<file path="config.mk">
export PLATFORM = sky130hd
export DESIGN_NAME = link_bringup_seq
export DESIGN_NICKNAME = d
export VERILOG_FILES = /design/src/rtl/bup_pkg.sv /design/src/rtl/bup_tick_timer.sv /design/src/rtl/bup_clk_bank.sv /design/src/rtl/bup_phy_cfg_reg.sv /design/src/rtl/link_bringup_seq.sv
export SDC_FILE = /design/constraint.sdc
export NUM_CORES = 1
export LEC_CHECK = 0
export BUFFER_PORTS_ARGS = -buffer_cell sky130_fd_sc_hd__buf_2
export CORE_MARGIN = 3
export CORE_UTILIZATION = 23
export CTS_CLUSTER_SIZE = 28
export DETAILED_ROUTE_END_ITERATION = 8
export SETUP_SLACK_MARGIN = 0.2
export SLEW_MARGIN = 30
export SYNTH_ARGS = -nofsm -noshare
export SYNTH_HDL_FRONTEND = slang
export SYNTH_SLANG_ARGS = --single-unit
</file>
<file path="constraint.sdc">
create_clock -name clk -period 2.5 [get_ports clk]
set_input_delay 0.375 -clock clk [delete_from_list [all_inputs] [get_ports clk]]
set_output_delay 0.375 -clock clk [all_outputs]
set_load 0.02 [all_outputs]
</file>
<file path="src/rtl/bup_pkg.sv">
package bup_pkg;

    localparam logic [3:0] DEV_TYPE_ROOT = 4'd4;
    localparam logic [5:0] LOS_LEVEL_DEF = 6'd9;

    typedef enum logic [1:0] {
        ERR_NONE = 2'd0,
        ERR_CLK  = 2'd1,
        ERR_LINK = 2'd2
    } err_e;

    typedef enum logic [4:0] {
        ST_IDLE,
        ST_PD_ON,
        ST_TRN_HI,
        ST_REF_OFF,
        ST_EP_LO,
        ST_EP_WAIT,
        ST_TRN_LO,
        ST_CFG,
        ST_SLOT,
        ST_PD_OFF,
        ST_REF_ON,
        ST_CLK_ON,
        ST_CLK_CHK,
        ST_UNWIND,
        ST_SETTLE,
        ST_POLL,
        ST_DONE,
        ST_FAIL
    } state_e;

    typedef struct packed {
        logic [3:0] dev_type;
        logic [5:0] los_level;
        logic [5:0] deemph_g1;
        logic [5:0] deemph_g2_35;
        logic [5:0] deemph_g2_6;
        logic [6:0] swing_full;
        logic [6:0] swing_low;
    } phy_cfg_t;

    function automatic phy_cfg_t root_port_cfg();
        phy_cfg_t c;
        c.dev_type     = DEV_TYPE_ROOT;
        c.los_level    = LOS_LEVEL_DEF;
        c.deemph_g1    = 6'd0;
        c.deemph_g2_35 = 6'd0;
        c.deemph_g2_6  = 6'd20;
        c.swing_full   = 7'd127;
        c.swing_low    = 7'd127;
        return c;
    endfunction

    function automatic logic is_wait(state_e s);
        return (s == ST_EP_WAIT) || (s == ST_SETTLE) || (s == ST_POLL);
    endfunction

    function automatic logic is_active(state_e s);
        return !((s == ST_IDLE) || (s == ST_DONE) || (s == ST_FAIL));
    endfunction

    function automatic int max3(int a, int b, int c);
        int m;
        m = (a > b) ? a : b;
        return (m > c) ? m : c;
    endfunction

endpackage

</file>
<file path="src/rtl/bup_tick_timer.sv">
module bup_tick_timer #(
    parameter int W = 8
) (
    input  logic         clk,
    input  logic         rst,
    input  logic         run,
    input  logic         tick,
    input  logic [W-1:0] target,
    output logic         hit
);

    logic [W-1:0] cnt_q;

    assign hit = run && (cnt_q == target);

    always_ff @(posedge clk) begin
        if (rst || !run || hit) begin
            cnt_q <= '0;
        end else if (tick) begin
            cnt_q <= cnt_q + 1'b1;
        end
    end

endmodule

</file>
<file path="src/rtl/bup_clk_bank.sv">
module bup_clk_bank #(
    parameter int NCLK = 4,
    parameter int IW   = 2
) (
    input  logic            clk,
    input  logic            rst,
    input  logic            clr_all,
    input  logic            set_en,
    input  logic            drop_en,
    input  logic [IW-1:0]   idx,
    output logic [NCLK-1:0] en
);

    for (genvar g = 0; g < NCLK; g++) begin : g_bit
        logic sel;
        assign sel = (idx == IW'(g));
        always_ff @(posedge clk) begin
            if (rst || clr_all) begin
                en[g] <= 1'b0;
            end else if (set_en && sel) begin
                en[g] <= 1'b1;
            end else if (drop_en && sel) begin
                en[g] <= 1'b0;
            end
        end
    end

endmodule

</file>
<file path="src/rtl/bup_phy_cfg_reg.sv">
module bup_phy_cfg_reg
    import bup_pkg::*;
(
    input  logic     clk,
    input  logic     rst,
    input  logic     load,
    output phy_cfg_t cfg
);

    always_ff @(posedge clk) begin
        if (rst) begin
            cfg <= '0;
        end else if (load) begin
            cfg <= root_port_cfg();
        end
    end

endmodule

</file>
<file path="src/rtl/link_bringup_seq.sv">
module link_bringup_seq
    import bup_pkg::*;
#(
    parameter int NCLK         = 4,
    parameter int EP_RST_US    = 10,
    parameter int SETTLE_US    = 200,
    parameter int POLL_US      = 100,
    parameter int MAX_POLLS    = 8,
    parameter int HAS_SLOT_PWR = 1,
    parameter int DBG_W        = 32,
    localparam int IW          = (NCLK > 1) ? $clog2(NCLK) : 1
) (
    input  logic             clk,
    input  logic             rst,
    input  logic             start,
    input  logic             link_up,
    input  logic             us_tick,
    input  logic [NCLK-1:0]  clk_err,
    input  logic [DBG_W-1:0] dbg_in,
    output logic             phy_pd,
    output logic             refclk_en,
    output logic             ep_rst_n,
    output logic             slot_pwr_en,
    output logic [NCLK-1:0]  clk_en,
    output logic             train_en,
    output logic [3:0]       dev_type,
    output logic [5:0]       los_level,
    output logic [5:0]       tx_deemph_g1,
    output logic [5:0]       tx_deemph_g2_35,
    output logic [5:0]       tx_deemph_g2_6,
    output logic [6:0]       tx_swing_full,
    output logic [6:0]       tx_swing_low,
    output logic             busy,
    output logic             done,
    output logic             fail,
    output logic [1:0]       err_code,
    output logic [IW-1:0]    fail_clk,
    output logic [DBG_W-1:0] dbg_snap
);

    localparam int TMR_MAX = max3(EP_RST_US, SETTLE_US, POLL_US);
    localparam int TW      = $clog2(TMR_MAX + 1);
    localparam int PW      = $clog2(MAX_POLLS + 1);
    localparam logic [IW-1:0] LAST_IDX  = IW'(NCLK - 1);
    localparam logic [PW-1:0] LAST_POLL = PW'(MAX_POLLS - 1);

    state_e           state_q;
    logic [IW-1:0]    idx_q;
    logic [PW-1:0]    polls_q;
    logic             pd_q, ref_q, ep_q, slot_q, train_q;
    logic             done_q, fail_q;
    err_e             err_q;
    logic [IW-1:0]    fail_clk_q;
    logic [DBG_W-1:0] snap_q;

    logic             seq_go;
    logic             tmr_run, tmr_hit;
    logic [TW-1:0]    tmr_target;
    phy_cfg_t         cfg;

    assign seq_go  = start && !is_active(state_q);
    assign tmr_run = is_wait(state_q);

    always_comb begin
        case (state_q)
            ST_EP_WAIT: tmr_target = TW'(EP_RST_US);
            ST_SETTLE:  tmr_target = TW'(SETTLE_US);
            default:    tmr_target = TW'(POLL_US);
        endcase
    end

    bup_tick_timer #(.W(TW)) u_timer (
        .clk    (clk),
        .rst    (rst),
        .run    (tmr_run),
        .tick   (us_tick),
        .target (tmr_target),
        .hit    (tmr_hit)
    );

    bup_clk_bank #(.NCLK(NCLK), .IW(IW)) u_clks (
        .clk     (clk),
        .rst     (rst),
        .clr_all (seq_go),
        .set_en  (state_q == ST_CLK_ON),
        .drop_en (state_q == ST_UNWIND),
        .idx     (idx_q),
        .en      (clk_en)
    );

    bup_phy_cfg_reg u_cfg (
        .clk  (clk),
        .rst  (rst),
        .load (state_q == ST_CFG),
        .cfg  (cfg)
    );

    always_ff @(posedge clk) begin
        if (rst) begin
            state_q    <= ST_IDLE;
            idx_q      <= '0;
            polls_q    <= '0;
            pd_q       <= 1'b1;
            ref_q      <= 1'b0;
            ep_q       <= 1'b1;
            slot_q     <= 1'b0;
            train_q    <= 1'b0;
            done_q     <= 1'b0;
            fail_q     <= 1'b0;
            err_q      <= ERR_NONE;
            fail_clk_q <= '0;
            snap_q     <= '0;
        end else begin
            case (state_q)
                ST_IDLE, ST_DONE, ST_FAIL: begin
                    if (start) begin
                        done_q  <= 1'b0;
                        fail_q  <= 1'b0;
                        err_q   <= ERR_NONE;
                        idx_q   <= '0;
                        state_q <= ST_PD_ON;
                    end
                end
                ST_PD_ON: begin
                    pd_q    <= 1'b1;
                    state_q <= ST_TRN_HI;
                end
                ST_TRN_HI: begin
                    train_q <= 1'b1;
                    state_q <= ST_REF_OFF;
                end
                ST_REF_OFF: begin
                    ref_q   <= 1'b0;
                    state_q <= ST_EP_LO;
                end
                ST_EP_LO: begin
                    ep_q    <= 1'b0;
                    state_q <= ST_EP_WAIT;
                end
                ST_EP_WAIT: begin
                    if (tmr_hit) begin
                        ep_q    <= 1'b1;
                        state_q <= ST_TRN_LO;
                    end
                end
                ST_TRN_LO: begin
                    train_q <= 1'b0;
                    state_q <= ST_CFG;
                end
                ST_CFG: begin
                    state_q <= ST_SLOT;
                end
                ST_SLOT: begin
                    slot_q  <= (HAS_SLOT_PWR != 0);
                    state_q <= ST_PD_OFF;
                end
                ST_PD_OFF: begin
                    pd_q    <= 1'b0;
                    state_q <= ST_REF_ON;
                end
                ST_REF_ON: begin
                    ref_q   <= 1'b1;
                    idx_q   <= '0;
                    state_q <= ST_CLK_ON;
                end
                ST_CLK_ON: begin
                    state_q <= ST_CLK_CHK;
                end
                ST_CLK_CHK: begin
                    if (clk_err[idx_q]) begin
                        fail_clk_q <= idx_q;
                        state_q    <= ST_UNWIND;
                    end else if (idx_q == LAST_IDX) begin
                        state_q <= ST_SETTLE;
                    end else begin
                        idx_q   <= idx_q + 1'b1;
                        state_q <= ST_CLK_ON;
                    end
                end
                ST_UNWIND: begin
                    if (idx_q == '0) begin
                        fail_q  <= 1'b1;
                        err_q   <= ERR_CLK;
                        state_q <= ST_FAIL;
                    end else begin
                        idx_q <= idx_q - 1'b1;
                    end
                end
                ST_SETTLE: begin
                    if (tmr_hit) begin
                        train_q <= 1'b1;
                        polls_q <= '0;
                        state_q <= ST_POLL;
                    end
                end
                ST_POLL: begin
                    if (tmr_hit) begin
                        if (link_up) begin
                            done_q  <= 1'b1;
                            state_q <= ST_DONE;
                        end else if (polls_q == LAST_POLL) begin
                            fail_q  <= 1'b1;
                            err_q   <= ERR_LINK;
                            snap_q  <= dbg_in;
                            state_q <= ST_FAIL;
                        end else begin
                            polls_q <= polls_q + 1'b1;
                        end
                    end
                end
                default: state_q <= ST_IDLE;
            endcase
        end
    end

    if (HAS_SLOT_PWR != 0) begin : g_slot
        assign slot_pwr_en = slot_q;
    end else begin : g_no_slot
        assign slot_pwr_en = 1'b0;
    end

    assign phy_pd          = pd_q;
    assign refclk_en       = ref_q;
    assign ep_rst_n        = ep_q;
    assign train_en        = train_q;
    assign dev_type        = cfg.dev_type;
    assign los_level       = cfg.los_level;
    assign tx_deemph_g1    = cfg.deemph_g1;
    assign tx_deemph_g2_35 = cfg.deemph_g2_35;
    assign tx_deemph_g2_6  = cfg.deemph_g2_6;
    assign tx_swing_full   = cfg.swing_full;
    assign tx_swing_low    = cfg.swing_low;
    assign busy            = is_active(state_q);
    assign done            = done_q;
    assign fail            = fail_q;
    assign err_code        = err_q;
    assign fail_clk        = fail_clk_q;
    assign dbg_snap        = snap_q;

endmodule

</file>
==> results.json <==
{
  "port_buffers": 107,
  "fin_crit_sh_pct": 86.6,
  "finalWirelength_um": 8880,
  "grt_pass1_vias": 2806,
  "cp_data_arrival_time_ns": 2.35,
  "synth_top_cell_area_share_pct": 37.2,
  "grt_overflow": 0,
  "vias": 2996,
  "die_x_um": 131,
  "fin_ws_ns": 0.335,
  "cts.htree.levels": 3,
  "first_pass_iters": 4,
  "finalHoldViolCount": 0,
  "routed.top_layer": "met4",
  "setup_viol": 0,
  "grt_pass1_wl_um": 14400,
  "syn-cell-area_um2": 3610,
  "synth_cells": 403,
  "leakage_uw": 0.00217,
  "fin_skew_ns": 0.00601,
  "post_drt_wl_per_cell_um": 12.5,
  "antenna_found_initial": 0,
  "cts_root_buf": "clkbuf_16",
  "worstRegToRegCells": 6,
  "slew_violations": 0,
  "cp_max_fo": 11,
  "synth_flop_cell": "dfxtp_1",
  "ant_nets": 0,
  "cts_buffer_depth": 2,
  "power.density_nw_per_um2": 753,
  "postCtsSetupRepairBufs": 0,
  "num_rows": 45,
  "fmaxAchievable_mhz": 462,
  "drt_iter0_drc": 178,
  "status": "completed",
  "wl_met3_um": 623,
  "rsz0062_at_grt": "no",
  "holdCritPathClass": "in -> reg",
  "via_per_inst": 4.22,
  "preCtsSetupSlack_ns": 0.403,
  "hpwlAfterDp_um": 6630,
  "avgSynthCellArea_um2": 8.95,
  "synthTopCellsByArea": "dfxtp_1, mux2i_1, buf_4",
  "ir_worst_vdd_uv": 306,
  "ys_ff_latch": 67,
  "wl_met2_um": 4140,
  "max_slew_margin_pct": 64.8,
  "numCtsBuffers": 9,
  "yosysWarnings": 0,
  "synth_edf_count": 0,
  "cts_resized": 0,
  "clk_latency_ns": 0.32,
  "coreArea_um2": 15300,
  "yosysMostFrequentCell": "dfxtp_1",
  "required_ns": 2.69,
  "cts_tree": "built",
  "maxCapViolations": 0,
  "p_total_uw": 3380,
  "holdPathStages": 3,
  "worst_pin_slew_ns": 0.527,
  "cts_hold_buf": 0,
  "synth_cell_types": 63,
  "yosys-top-cells-count": "dfxtp_1, nor2_1, buf_4, mux2i_1, nand2_1",
  "antenna_cells": 0,
  "async_flop_share_pct": 0,
  "dieHeight_um": 131,
  "worst-setup-path-type": "reg -> reg",
  "endpoint_kind": "flop",
  "nets": 541,
  "syn2layout_area_growth_pct": 24.2,
  "start_util_pct": 23.6,
  "fp.dieArea_um2": 17200,
  "route.detailed.drc": 0,
  "drive_gt1_share_pct": 32.7,
  "period_needed_ns": 2.17,
  "startpoint_type": "flop",
  "grt_max_degree": 34,
  "clock-sinks": 67,
  "setup-tns-final_ns": 0,
  "wl_met1_um": 4090,
  "fill_cells": 1648,
  "ioPinCount": 131,
  "seq_area_frac_synth_pct": 37.2,
  "whs_ns": 0.279,
  "synth_top_area_cell": "dfxtp_1",
  "clk_transition_reported_paths_ns": 0.06,
  "gp_congestion": 0.820,
  "grt_util_all_layers_pct": 9.97
}
[flip-flops by register name, summed over array words and instances (netlist names), 2 cells and up]
signal	flops
err_code	2
idx_q	2
dbg_snap	32
polls_q	4
state_q	5
u_clks.en	4
fail_clk	2
u_timer.cnt_q	8
[worst paths after layout]
kind	end	from	slack, ns
worst max-delay path	state_q[4]$_SDFFE_PP0P_	state_q[0]$_SDFFE_PP0P_	0.33
worst min-delay path	dbg_snap[26]$_SDFFE_PP0P_	dbg_in[26]	0.28
worst max register to register	state_q[4]$_SDFFE_PP0P_	state_q[0]$_SDFFE_PP0P_	0.33
worst min register to register	fail_clk[1]$_SDFFE_PP0P_	fail_clk[1]$_SDFFE_PP0P_	0.46
[routing by layer]
metal	vias to the layer above	GRT usage (%)
met5	-	0
met4	0	2.10
met3	5	3.02
met2	104	16.4
met1	1376	13.0
li1	1511	-
[layout by cell type (no fill, tap or decap), types with 3 or more instances in the layout]
cell and n:
nor2_2 8, a211oi_1 5, inv_1 7, nand2_1 29
a31oi_1 3, clkbuf_16 9, xor2_1 7, mux2i_1 37
nand2b_1 10, a21oi_1 8, nor2_1 58, nand3_1 10
nor2b_1 6, or4_1 3, conb_1 23, nand4_1 5
a22oi_1 4, and3_1 6, nor3b_1 3, buf_2 107
ha_1 6, nor3_1 7, o21ai_0 5, buf_4 12
dfxtp_1 67
[final cells by class]
| cell class | instances | area [um^2] | area share (%) |
|---|---|---|---|
| Multi-Input combinational cell | 289 | 1900 | 42.4 |
| Sequential cell | 67 | 1340 | 29.9 |
| Timing Repair Buffer | 120 | 646 | 14.4 |
| Tap cell | 211 | 264 | 5.89 |
| Clock buffer | 12 | 256 | 5.72 |
| Clock inverter | 4 | 48.8 | 1.09 |
| Inverter | 7 | 26.3 | 0.586 |
[critical path, stage by stage, from the launching register on]
cell and delay (ns):
dfxtp_1 0.52, or3b_4 0.47, nor3_1 0.38, a2111oi_2 0.10, o21a_1 0.22, o21ai_0 0.23, a21oi_1 0.11
[report_power, final]
part	switching, uW	leakage, uW	internal (uW)
logic	545	0.00148	334
registers	91.0	0.000541	1130
clock network	456	0.000153	825
total	1090	0.00217	2280
[metrics by stage]
step | utilization (%) | instance area (um^2) | cells
floorplan | - | 3690 | 425
global placement | 27.4 | 4180 | 694
detailed placement | 27.4 | 4180 | 694
CTS | 29.4 | 4480 | 710
global route | 29.4 | 4480 | 710
finish | 29.4 | 4480 | 710
[logic make-up after synthesis]
| family | synth area share, % |
|---|---|
| xor gates and xnor gates | 2.18 |
| DFF | 37.2 |
| buffers and inverters | 12.5 |
| AOI/OAI and AO/OA | 12.1 |
| adders and majority gates | 2.08 |
| and+or+nand+nor | 23.0 |
| muxes | 10.9 |
| other | 0.104 |
Note: power is estimated with default switching activity, not from simulation.
